[config.mk]
export PLATFORM = sky130hd
export DESIGN_NAME = mdm_line_regs
export DESIGN_NICKNAME = d
export VERILOG_FILES = /design/src/rtl/mdm_pkg.sv /design/src/rtl/mdm_sync.sv /design/src/rtl/mdm_ctrl_reg.sv /design/src/rtl/mdm_delta.sv /design/src/rtl/mdm_line_regs.sv
export SDC_FILE = /design/constraint.sdc
export NUM_CORES = 1
export LEC_CHECK = 0
export BUFFER_PORTS_ARGS = -buffer_cell sky130_fd_sc_hd__buf_2
export CORE_MARGIN = 4
export CORE_UTILIZATION = 50
export CTS_BUF_LIST = sky130_fd_sc_hd__clkbuf_8 sky130_fd_sc_hd__clkbuf_16
export CTS_CLUSTER_DIAMETER = 50
export DETAILED_ROUTE_END_ITERATION = 16
export PLACE_DENSITY = 0.76
export SLEW_MARGIN = 40
export SYNTH_ARGS = -nofsm -noshare
export SYNTH_HDL_FRONTEND = slang
export SYNTH_SLANG_ARGS = --single-unit
[constraint.sdc]
create_clock -name clk -period 1.6 [get_ports clk]
set_input_delay 0.32 -clock clk [delete_from_list [all_inputs] [get_ports clk]]
set_output_delay 0.32 -clock clk [all_outputs]
set_load 0.005 [all_outputs]
[src/rtl/mdm_pkg.sv]
// Package: shared constants for the modem line register block.
// Assumes byte-wide register data and the line order CTS, DSR, RI, DCD
// for all four-bit line vectors (index 0 to 3).
package mdm_pkg;
    localparam int LINES     = 4;
    localparam int DATA_W    = 8;
    localparam int ADDR_W    = 3;
    localparam int CTRL_W    = 5;

    // Register offsets decoded by the neighbouring bus logic.
    localparam logic [ADDR_W-1:0] ADDR_CTRL = 3'd4;
    localparam logic [ADDR_W-1:0] ADDR_STAT = 3'd6;

    // Line vector indices.
    localparam int LN_CTS = 0;
    localparam int LN_DSR = 1;
    localparam int LN_RI  = 2;
    localparam int LN_DCD = 3;

    // Control register bit positions.
    localparam int CB_DTR  = 0;
    localparam int CB_RTS  = 1;
    localparam int CB_GP1  = 2;
    localparam int CB_GP2  = 3;
    localparam int CB_LOOP = 4;

    // Lines whose flag reacts only to a de-assertion (pin low to high).
    localparam logic [LINES-1:0] TRAIL_ONLY = 4'b0100;
endpackage

[src/rtl/mdm_sync.sv]
// Module: multi-bit pin synchroniser.
// Each bit passes through STAGES flops on its own; bits are assumed
// independent (no coherence between bits). Reset loads RST_VAL, the
// idle level of the pins.
module mdm_sync #(
    parameter int          WIDTH   = 4,
    parameter int          STAGES  = 2,
    parameter logic        RST_VAL = 1'b1
) (
    input  logic             clk,
    input  logic             rst_n,
    input  logic [WIDTH-1:0] d,
    output logic [WIDTH-1:0] q
);
    generate
        for (genvar b = 0; b < WIDTH; b++) begin : g_bit
            logic [STAGES-1:0] chain;
            // Shift the pin level through the synchroniser chain.
            always_ff @(posedge clk) begin
                if (!rst_n) chain <= {STAGES{RST_VAL}};
                else        chain <= {chain[STAGES-2:0], d[b]};
            end
            assign q[b] = chain[STAGES-1];
        end
    endgenerate
endmodule

[src/rtl/mdm_ctrl_reg.sv]
// Module: modem control register and handshake pin drivers.
// Holds the low CTRL_W control bits. The pin outputs are registered
// from the value being written, so they change on the write edge.
// Assumes at most one write per cycle.
module mdm_ctrl_reg
    import mdm_pkg::*;
(
    input  logic              clk,
    input  logic              rst_n,
    input  logic              wr_en,
    input  logic [CTRL_W-1:0] wdata,
    output logic [CTRL_W-1:0] ctrl_q,
    output logic              rts_n,
    output logic              dtr_n
);
    logic loop_next;
    assign loop_next = wdata[CB_LOOP];

    // Store the control bits on a write.
    always_ff @(posedge clk) begin
        if (!rst_n)     ctrl_q <= '0;
        else if (wr_en) ctrl_q <= wdata;
    end

    // Drive the handshake pins; loopback parks them inactive.
    always_ff @(posedge clk) begin
        if (!rst_n) begin
            rts_n <= 1'b1;
            dtr_n <= 1'b1;
        end else if (wr_en) begin
            rts_n <= loop_next | ~wdata[CB_RTS];
            dtr_n <= loop_next | ~wdata[CB_DTR];
        end
    end
endmodule

[src/rtl/mdm_delta.sv]
// Module: line change detector with clear-on-read flags.
// Compares the current asserted line levels with those of the previous
// cycle. Lines marked in TRAIL_ONLY flag only a de-assertion; all others
// flag any change. A clear and a new capture on the same edge keep the
// new capture.
module mdm_delta
    import mdm_pkg::*;
(
    input  logic             clk,
    input  logic             rst_n,
    input  logic [LINES-1:0] act,
    input  logic             clr,
    output logic [LINES-1:0] delta
);
    logic [LINES-1:0] prev;
    logic [LINES-1:0] hit;

    generate
        for (genvar i = 0; i < LINES; i++) begin : g_line
            if (TRAIL_ONLY[i]) begin : g_trail
                assign hit[i] = prev[i] & ~act[i];
            end else begin : g_any
                assign hit[i] = prev[i] ^ act[i];
            end
        end
    endgenerate

    // Remember last cycle's line levels.
    always_ff @(posedge clk) begin
        if (!rst_n) prev <= '0;
        else        prev <= act;
    end

    // Update the sticky flags: clear on read, new captures win.
    always_ff @(posedge clk) begin
        if (!rst_n) delta <= '0;
        else        delta <= (delta & {LINES{~clr}}) | hit;
    end

    // a capture on a clearing edge is still present afterwards.
    a_r8_keep_on_clear: assert property (@(posedge clk) disable iff (!rst_n)
        (|hit) |=> ((delta & $past(hit)) == $past(hit)));

    // a clearing read leaves only the flags captured on that edge.
    a_r8_clear_on_read: assert property (@(posedge clk) disable iff (!rst_n)
        clr |=> ((delta & ~$past(hit)) == '0));

    // the ring flag rises only after the ring line was de-asserted.
    a_r2_ring_trailing: assert property (@(posedge clk) disable iff (!rst_n)
        $rose(delta[LN_RI]) |-> ($past(prev[LN_RI]) && !$past(act[LN_RI])));
endmodule

[src/rtl/mdm_line_regs.sv]
// Module: modem line control/status register block (top).
// Synchronises the four active-low modem pins, selects pin or loopback
// sources, tracks change flags, serves register reads and writes and
// raises the modem-status interrupt request. Assumes single-cycle
// strobes and that the bus does not read and write in one cycle.
module mdm_line_regs
    import mdm_pkg::*;
(
    input  logic              clk,
    input  logic              rst_n,
    input  logic              bus_rd,
    input  logic              bus_wr,
    input  logic [ADDR_W-1:0] bus_addr,
    input  logic [DATA_W-1:0] bus_wdata,
    output logic [DATA_W-1:0] bus_rdata,
    input  logic              msi_en,
    input  logic              cts_n,
    input  logic              dsr_n,
    input  logic              ri_n,
    input  logic              dcd_n,
    output logic              rts_n,
    output logic              dtr_n,
    output logic              msi_irq
);
    logic [LINES-1:0]  pins_n;
    logic [LINES-1:0]  pins_sync_n;
    logic [LINES-1:0]  loop_src;
    logic [LINES-1:0]  act;
    logic [LINES-1:0]  delta;
    logic [CTRL_W-1:0] ctrl_q;
    logic [DATA_W-1:0] stat_val;
    logic              ctrl_wr;
    logic              stat_rd;
    logic              unused_wdata_hi;

    assign pins_n          = {dcd_n, ri_n, dsr_n, cts_n};
    assign ctrl_wr         = bus_wr && (bus_addr == ADDR_CTRL);
    assign stat_rd         = bus_rd && (bus_addr == ADDR_STAT);
    assign unused_wdata_hi = ^bus_wdata[DATA_W-1:CTRL_W];

    mdm_sync #(.WIDTH(LINES), .STAGES(2), .RST_VAL(1'b1)) u_sync (
        .clk   (clk),
        .rst_n (rst_n),
        .d     (pins_n),
        .q     (pins_sync_n)
    );

    mdm_ctrl_reg u_ctrl (
        .clk    (clk),
        .rst_n  (rst_n),
        .wr_en  (ctrl_wr),
        .wdata  (bus_wdata[CTRL_W-1:0]),
        .ctrl_q (ctrl_q),
        .rts_n  (rts_n),
        .dtr_n  (dtr_n)
    );

    // Loopback sources in line order CTS, DSR, RI, DCD.
    assign loop_src[LN_CTS] = ctrl_q[CB_RTS];
    assign loop_src[LN_DSR] = ctrl_q[CB_DTR];
    assign loop_src[LN_RI]  = ctrl_q[CB_GP1];
    assign loop_src[LN_DCD] = ctrl_q[CB_GP2];

    // Choose the asserted line levels from pins or control bits.
    always_comb begin
        if (ctrl_q[CB_LOOP]) act = loop_src;
        else                 act = ~pins_sync_n;
    end

    mdm_delta u_delta (
        .clk   (clk),
        .rst_n (rst_n),
        .act   (act),
        .clr   (stat_rd),
        .delta (delta)
    );

    assign stat_val = {act, delta};
    assign msi_irq  = msi_en & (|delta);

    // Capture read data for the addressed register.
    always_ff @(posedge clk) begin
        if (!rst_n) begin
            bus_rdata <= '0;
        end else if (bus_rd) begin
            if (bus_addr == ADDR_STAT)
                bus_rdata <= stat_val;
            else if (bus_addr == ADDR_CTRL)
                bus_rdata <= {{(DATA_W-CTRL_W){1'b0}}, ctrl_q};
            else
                bus_rdata <= '0;
        end
    end

    // a write with the request bit set and loopback clear asserts the pin.
    a_r4_rts_on_write: assert property (@(posedge clk) disable iff (!rst_n)
        (ctrl_wr && bus_wdata[CB_RTS] && !bus_wdata[CB_LOOP]) |=> !rts_n);

    // entering loopback parks both handshake pins inactive.
    a_r5_loop_parks_pins: assert property (@(posedge clk) disable iff (!rst_n)
        (ctrl_wr && bus_wdata[CB_LOOP]) |=> (rts_n && dtr_n));

    // a raised request holds until a status read or the enable drops.
    a_r3_irq_hold: assert property (@(posedge clk) disable iff (!rst_n)
        (msi_irq && !stat_rd) |=> (msi_irq || !msi_en));
endmodule

Yosys cells after proc, flatten, opt, wreduce, memory -nomap -nowiden
Index checks and enable logic that the tools add are counted.
W data, S select, Z words.
{"block": "totals", "ff_bits": 31, "inputBits": 20, "output_inout_bits": 11}
{"block": "op_classes", "n_eq_ne": 2, "muxes": 3, "bitwise": 14, "n_reduce_logical": 3}
{"cell": "$mux W8", "count": 1}
{"cell": "$eq A3 B3 Y1 const B", "count": 2}
{"cell": "$mux W5", "count": 1}
{"cell": "$and A4 B4 Y4", "count": 1}
{"cell": "$mux W4", "count": 1}
{"cell": "$not A1 Y1", "count": 4}
{"cell": "$not A4 Y4", "count": 1}
{"cell": "$or A4 B4 Y4", "count": 1}
{"cell": "$reduce_or A4 Y1", "count": 1}
{"cell": "$xor A1 B1 Y1", "count": 3}
{"cell": "$and A1 B1 Y1", "count": 2}
{"cell": "$logic_and A1 B1 Y1", "count": 2}
{"cell": "$or A1 B1 Y1", "count": 2}

Depth between registers and ports, before layout
{"block": "depth", "depth_word": 5, "ltp_mapped": 5, "ltp_nobuf": 3}

Hierarchy
From an unflattened synthesis, not the netlist that was laid out.
{"block": "hier_totals", "hier_cells": 121, "area_unflattened_um2": 1262.5}
{"mod": "mdm_line_regs", "n_inst": 1, "cells_each": 53, "area_per_inst_um2": 474.2, "seq_area_each_um2": 160.2}
{"mod": "mdm_delta", "n_inst": 1, "cells_each": 24, "area_per_inst_um2": 276.5, "seq_area_each_um2": 160.2}
{"mod": "mdm_ctrl_reg", "n_inst": 1, "cells_each": 24, "area_per_inst_um2": 271.5, "seq_area_each_um2": 140.1}
{"mod": "mdm_sync", "n_inst": 1, "cells_each": 20, "area_per_inst_um2": 240.2, "seq_area_each_um2": 160.2}

Least setup slack after synthesis
OpenSTA, ideal clock, no wires.
{"block": "synth_timing", "path_kind": "input port to flip-flop", "startpoint": "in bus_addr[1]", "endpoint": "reg u_ctrl.ctrl_q[0]", "t_arrival_ps": 1098, "required_ps": 1472, "path_slack_ps": 374, "stages": 5, "path_buffers": 2, "cell_sequence": "buf_6 nor4bb_4 buf_6 mux2i_1 nor2_1"}
{"block": "synth_between", "elab_chain_len": 2}
{"element": "start, declared", "line": "mdm_line_regs.sv:13", "rtl": "input logic [ADDR_W-1:0] bus_addr,"}
{"element": "$eq A3 B3 Y1", "line": "mdm_line_regs.sv:37", "rtl": "assign ctrl_wr = bus_wr && (bus_addr == ADDR_CTRL);"}
{"element": "$logic_and A1 B1 Y1", "line": "mdm_line_regs.sv:37"}
{"element": "end signal, assigned", "line": "mdm_ctrl_reg.sv:22", "rtl": "else if (wr_en) ctrl_q <= wdata;"}
{"element": "end, declared", "line": "mdm_ctrl_reg.sv:12", "rtl": "output logic [CTRL_W-1:0] ctrl_q,"}
No other way between the ends.
A chain may end at the register's enable or synchronous reset.

Worst setup path after layout
{"block": "layout_timing", "startpoint": "reg u_delta.delta[0]", "endpoint": "out msi_irq"}
{"block": "layout_between", "elab_chain_len": 2}
{"element": "start, declared", "line": "mdm_delta.sv:13", "rtl": "output logic [LINES-1:0] delta"}
{"element": "start signal, assigned", "line": "mdm_delta.sv:37", "rtl": "else delta <= (delta & {LINES{~clr}}) | hit;"}
{"element": "$reduce_or A4 Y1", "line": "mdm_line_regs.sv:79", "rtl": "assign msi_irq = msi_en & (|delta);"}
{"element": "$and A1 B1 Y1", "line": "mdm_line_regs.sv:79"}
{"element": "end, declared", "line": "mdm_line_regs.sv:23", "rtl": "output logic msi_irq"}
No other way between the ends.

==> reports/metrics.yaml <==
run_status: "finished clean"
core.rowCount: 17
report.final.hold_viol_count: 0
clock_power_share_pct: 43.5
tritoncts: "done"
worst_setup_path_end_kind: "primary output"
final_design_area_no_fill_sq_mm: 0.00145
comb_power_share_pct: 6.6
timing_max_transition_violations_final: 0
drv.max_cap_violation_count: 0
cell_area_reported_after_detailed_placement_sq_mm: 0.00134
num_io_pins: 31
num_antenna_cells: 0
r2r-start: "u_ctrl.ctrl_q[4]$_SDFFE_PN0P_"
fillerInstances: 198
cts-hold-fix-buffers: 0
p_leak_uw: 0.000627
remaining_drc_errors: 0
hold_start: "dcd_n"
synth_unique_cells: 24
crit_path_launch_type: "flip-flop"
largest_net_degree_at_the_start_of_global_routing: 16
postSynthRegisterBits: 31
route.detailed.wl_per_inst_um: 11.9
final_common_cell: "sky130_fd_sc_hd__dfxtp_1"
netSwitchingFraction_pct: 19.9
cts.sinks: 31
finalWorstPathRequiredPeriod_ns: 1.46
ys_flop_type: "sky130_fd_sc_hd__dfxtp_1"
totalWireLength_um: 2110
worst_hold_path_type: "in -> reg"
final_nets: 169
initial_antenna_violation_count: 0
p_int_uw: 1300
gp_congestion: 0.731
worst-path-max-fanout: 3
share_of_the_cycle_needed_by_the_critical_path_after_routing_pct: 91.5
die_area_sq_mm: 0.00322
floorplan.initialDensity_pct: 53.2
max_clock_freq_mhz: 683
worst_max_slew_margin_expressed_relative_to_the_limit_pct: 71.4
detailed_place_hpwl_um: 1610
cp.required_ns: 1.28
detail_route.vias_per_cell: 5.05
antenna_left: 0
die_y_um: 56.7
cts_made_buffers: 5
via_count_of_the_first_global_routing_pass: 861
clk-insertion-delay-late_ns: 0.27
clk_pin_slew_worst_paths_ns: 0.06
die-width_um: 56.7
tightest_slew_ns: 0.429
synth_warnings: 0
postSynthCellCount: 117
htree_num_levels: 2
switchingPower_uw: 324
power_density_mw_per_mm2: 1130
dr.pass1.iters: 3
cts_repair_resize_count: 0
global_route_total_overflow: 0
cts_root_buffer: "sky130_fd_sc_hd__clkbuf_8"
detailroute.via_count: 893
seq_area_frac_synth_pct: 52.3
synth.net_count: 137
unrepaired_setup_endpoints_after_global_routing: "no"
grt_pass1_wl_um: 3630
cts_setup_buffers: 0
setup-violations-final: 0
worstSetupStartpoint: "u_delta.delta[0]$_SDFF_PN0_"
worst_clock_skew_ns: 0.00355
clock_path_buffers: 2
area.growth.synth_to_final_pct: 21.7
cp_data_arrival_time_ns: 1.14
core_area_sq_mm: 0.00223
synth_area_sq_mm: 0.00119
vdd_drop_max_v: 0.000827
groute.usage.overall_pct: 14.7
power_frac_seq_pct: 49.8
setup.worst_path.class: "reg -> out"
drive_gt1_share_pct: 25.5
asyncSetResetFlopFracSynth_pct: 0
buffer_ports.inserted: 27
synth_edf_count: 0
setup-tns-final_ns: 0
syn_avg_cell_area_sq_um: 10.1
mostFrequentLayoutCells: "sky130_fd_sc_hd__dfxtp_1 (31), sky130_fd_sc_hd__buf_2 (27), sky130_fd_sc_hd__nand2b_1 (14), sky130_fd_sc_hd__nand2_1 (9), sky130_fd_sc_hd__mux2i_1 (9)"
dr.first_iter.drc_count: 10
==> through the flow <==
step | util (%) | instances | total power, uW | setup slack, ns | hold slack (ns)
floorplan | - | 117 | 894 | 0.374 | 0.386
global placement | 60.1 | 170 | 932 | 0.210 | 0.388
detailed placement | 60.1 | 170 | 937 | 0.192 | 0.392
CTS | 64.7 | 177 | 1640 | 0.128 | 0.214
global route | 64.7 | 177 | 1700 | 0.102 | 0.217
finish | 64.7 | 177 | 1630 | 0.136 | 0.221
==> cells by family (layout without fill, tap and decap cells) <==
kind of cell	count (synthesis)	count (layout)	share of synthesized area (%)
AOI/OAI and AO/OA	19	19	9.59
muxes	9	9	7.59
DFF	31	31	52.3
buffers and inverters	6	38	3.16
and+or+nand+nor	52	52	27.4
==> cell usage after synthesis, drive strengths merged (2+ instances only) <==
| cell type | number | share of area [%] |
|---|---|---|
| and3b | 2 | 1.5 |
| nor2b | 7 | 3.7 |
| nor3 | 3 | 1.3 |
| or3 | 5 | 2.6 |
| nand4b | 2 | 2.7 |
| a31oi | 3 | 1.6 |
| nand2 | 9 | 2.8 |
| o21ai | 9 | 3.8 |
| clkbuf | 2 | 0.63 |
| mux2i | 9 | 7.6 |
| a21oi | 4 | 1.7 |
| nor2 | 7 | 2.2 |
| buf | 2 | 1.9 |
| inv | 2 | 0.63 |
| dfxtp | 31 | 52 |
| nand2b | 14 | 7.4 |
==> layout make-up <==
| class | instances | area, sq um | share of cell area, % |
|---|---|---|---|
| flip-flops and latches | 31 | 621 | 42.9 |
| clock buffers | 5 | 68.8 | 4.76 |
| well taps | 28 | 35.0 | 2.42 |
| multi-input cells | 80 | 529 | 36.6 |
| clock inverters | 2 | 33.8 | 2.34 |
| repair buffers | 29 | 150 | 10.4 |
| inverters | 2 | 7.51 | 0.519 |
==> registers in the layout (all words and copies together) (netlist names) <==
signal / count
bus_rdata: 8
u_sync.g_bit.chain: 8
u_ctrl.ctrl_q: 5
u_delta.delta: 4
u_delta.prev: 4
u_ctrl.dtr_n: 1
u_ctrl.rts_n: 1
==> worst max-delay path, cell delays in order (launching register included) <==
cell and delay, ns:
sky130_fd_sc_hd__dfxtp_1 0.32, sky130_fd_sc_hd__o41a_1 0.42, sky130_fd_sc_hd__buf_2 0.13
==> layer usage <==
metal  vias to the layer above  wire [um]  track usage, %
li1                        468          -               -
met1                       390        913            16.7
met2                        27        961            23.3
met3                         8        173            5.29
met4                         0         58            8.94
met5                         -          0               0
==> power by group through the flow <==
stage | Combinational, uW | Clock [uW] | Sequential [uW]
after CTS | 109 | 721 | 811
after floorplan | 70.1 | 0 | 824
final | 108 | 708 | 810
after global placement | 105 | 0 | 827
after detailed placement | 109 | 0 | 828
after global routing | 122 | 760 | 813
==> worst paths after layout <==
check / endpoint / slack, ns / cells past startpoint
worst max-delay path: msi_irq / 0.14 / 2
worst min-delay path: u_sync.g_bit[3].chain[0]$_SDFF_PN1_ / 0.22 / 2
worst max register to register: bus_rdata[5]$_SDFFE_PN0P_ / 0.45 / 3
worst min register to register: u_sync.g_bit[3].chain[1]$_SDFF_PN1_ / 0.41 / 1
No activity file was read; power rests on OpenSTA's default activity.
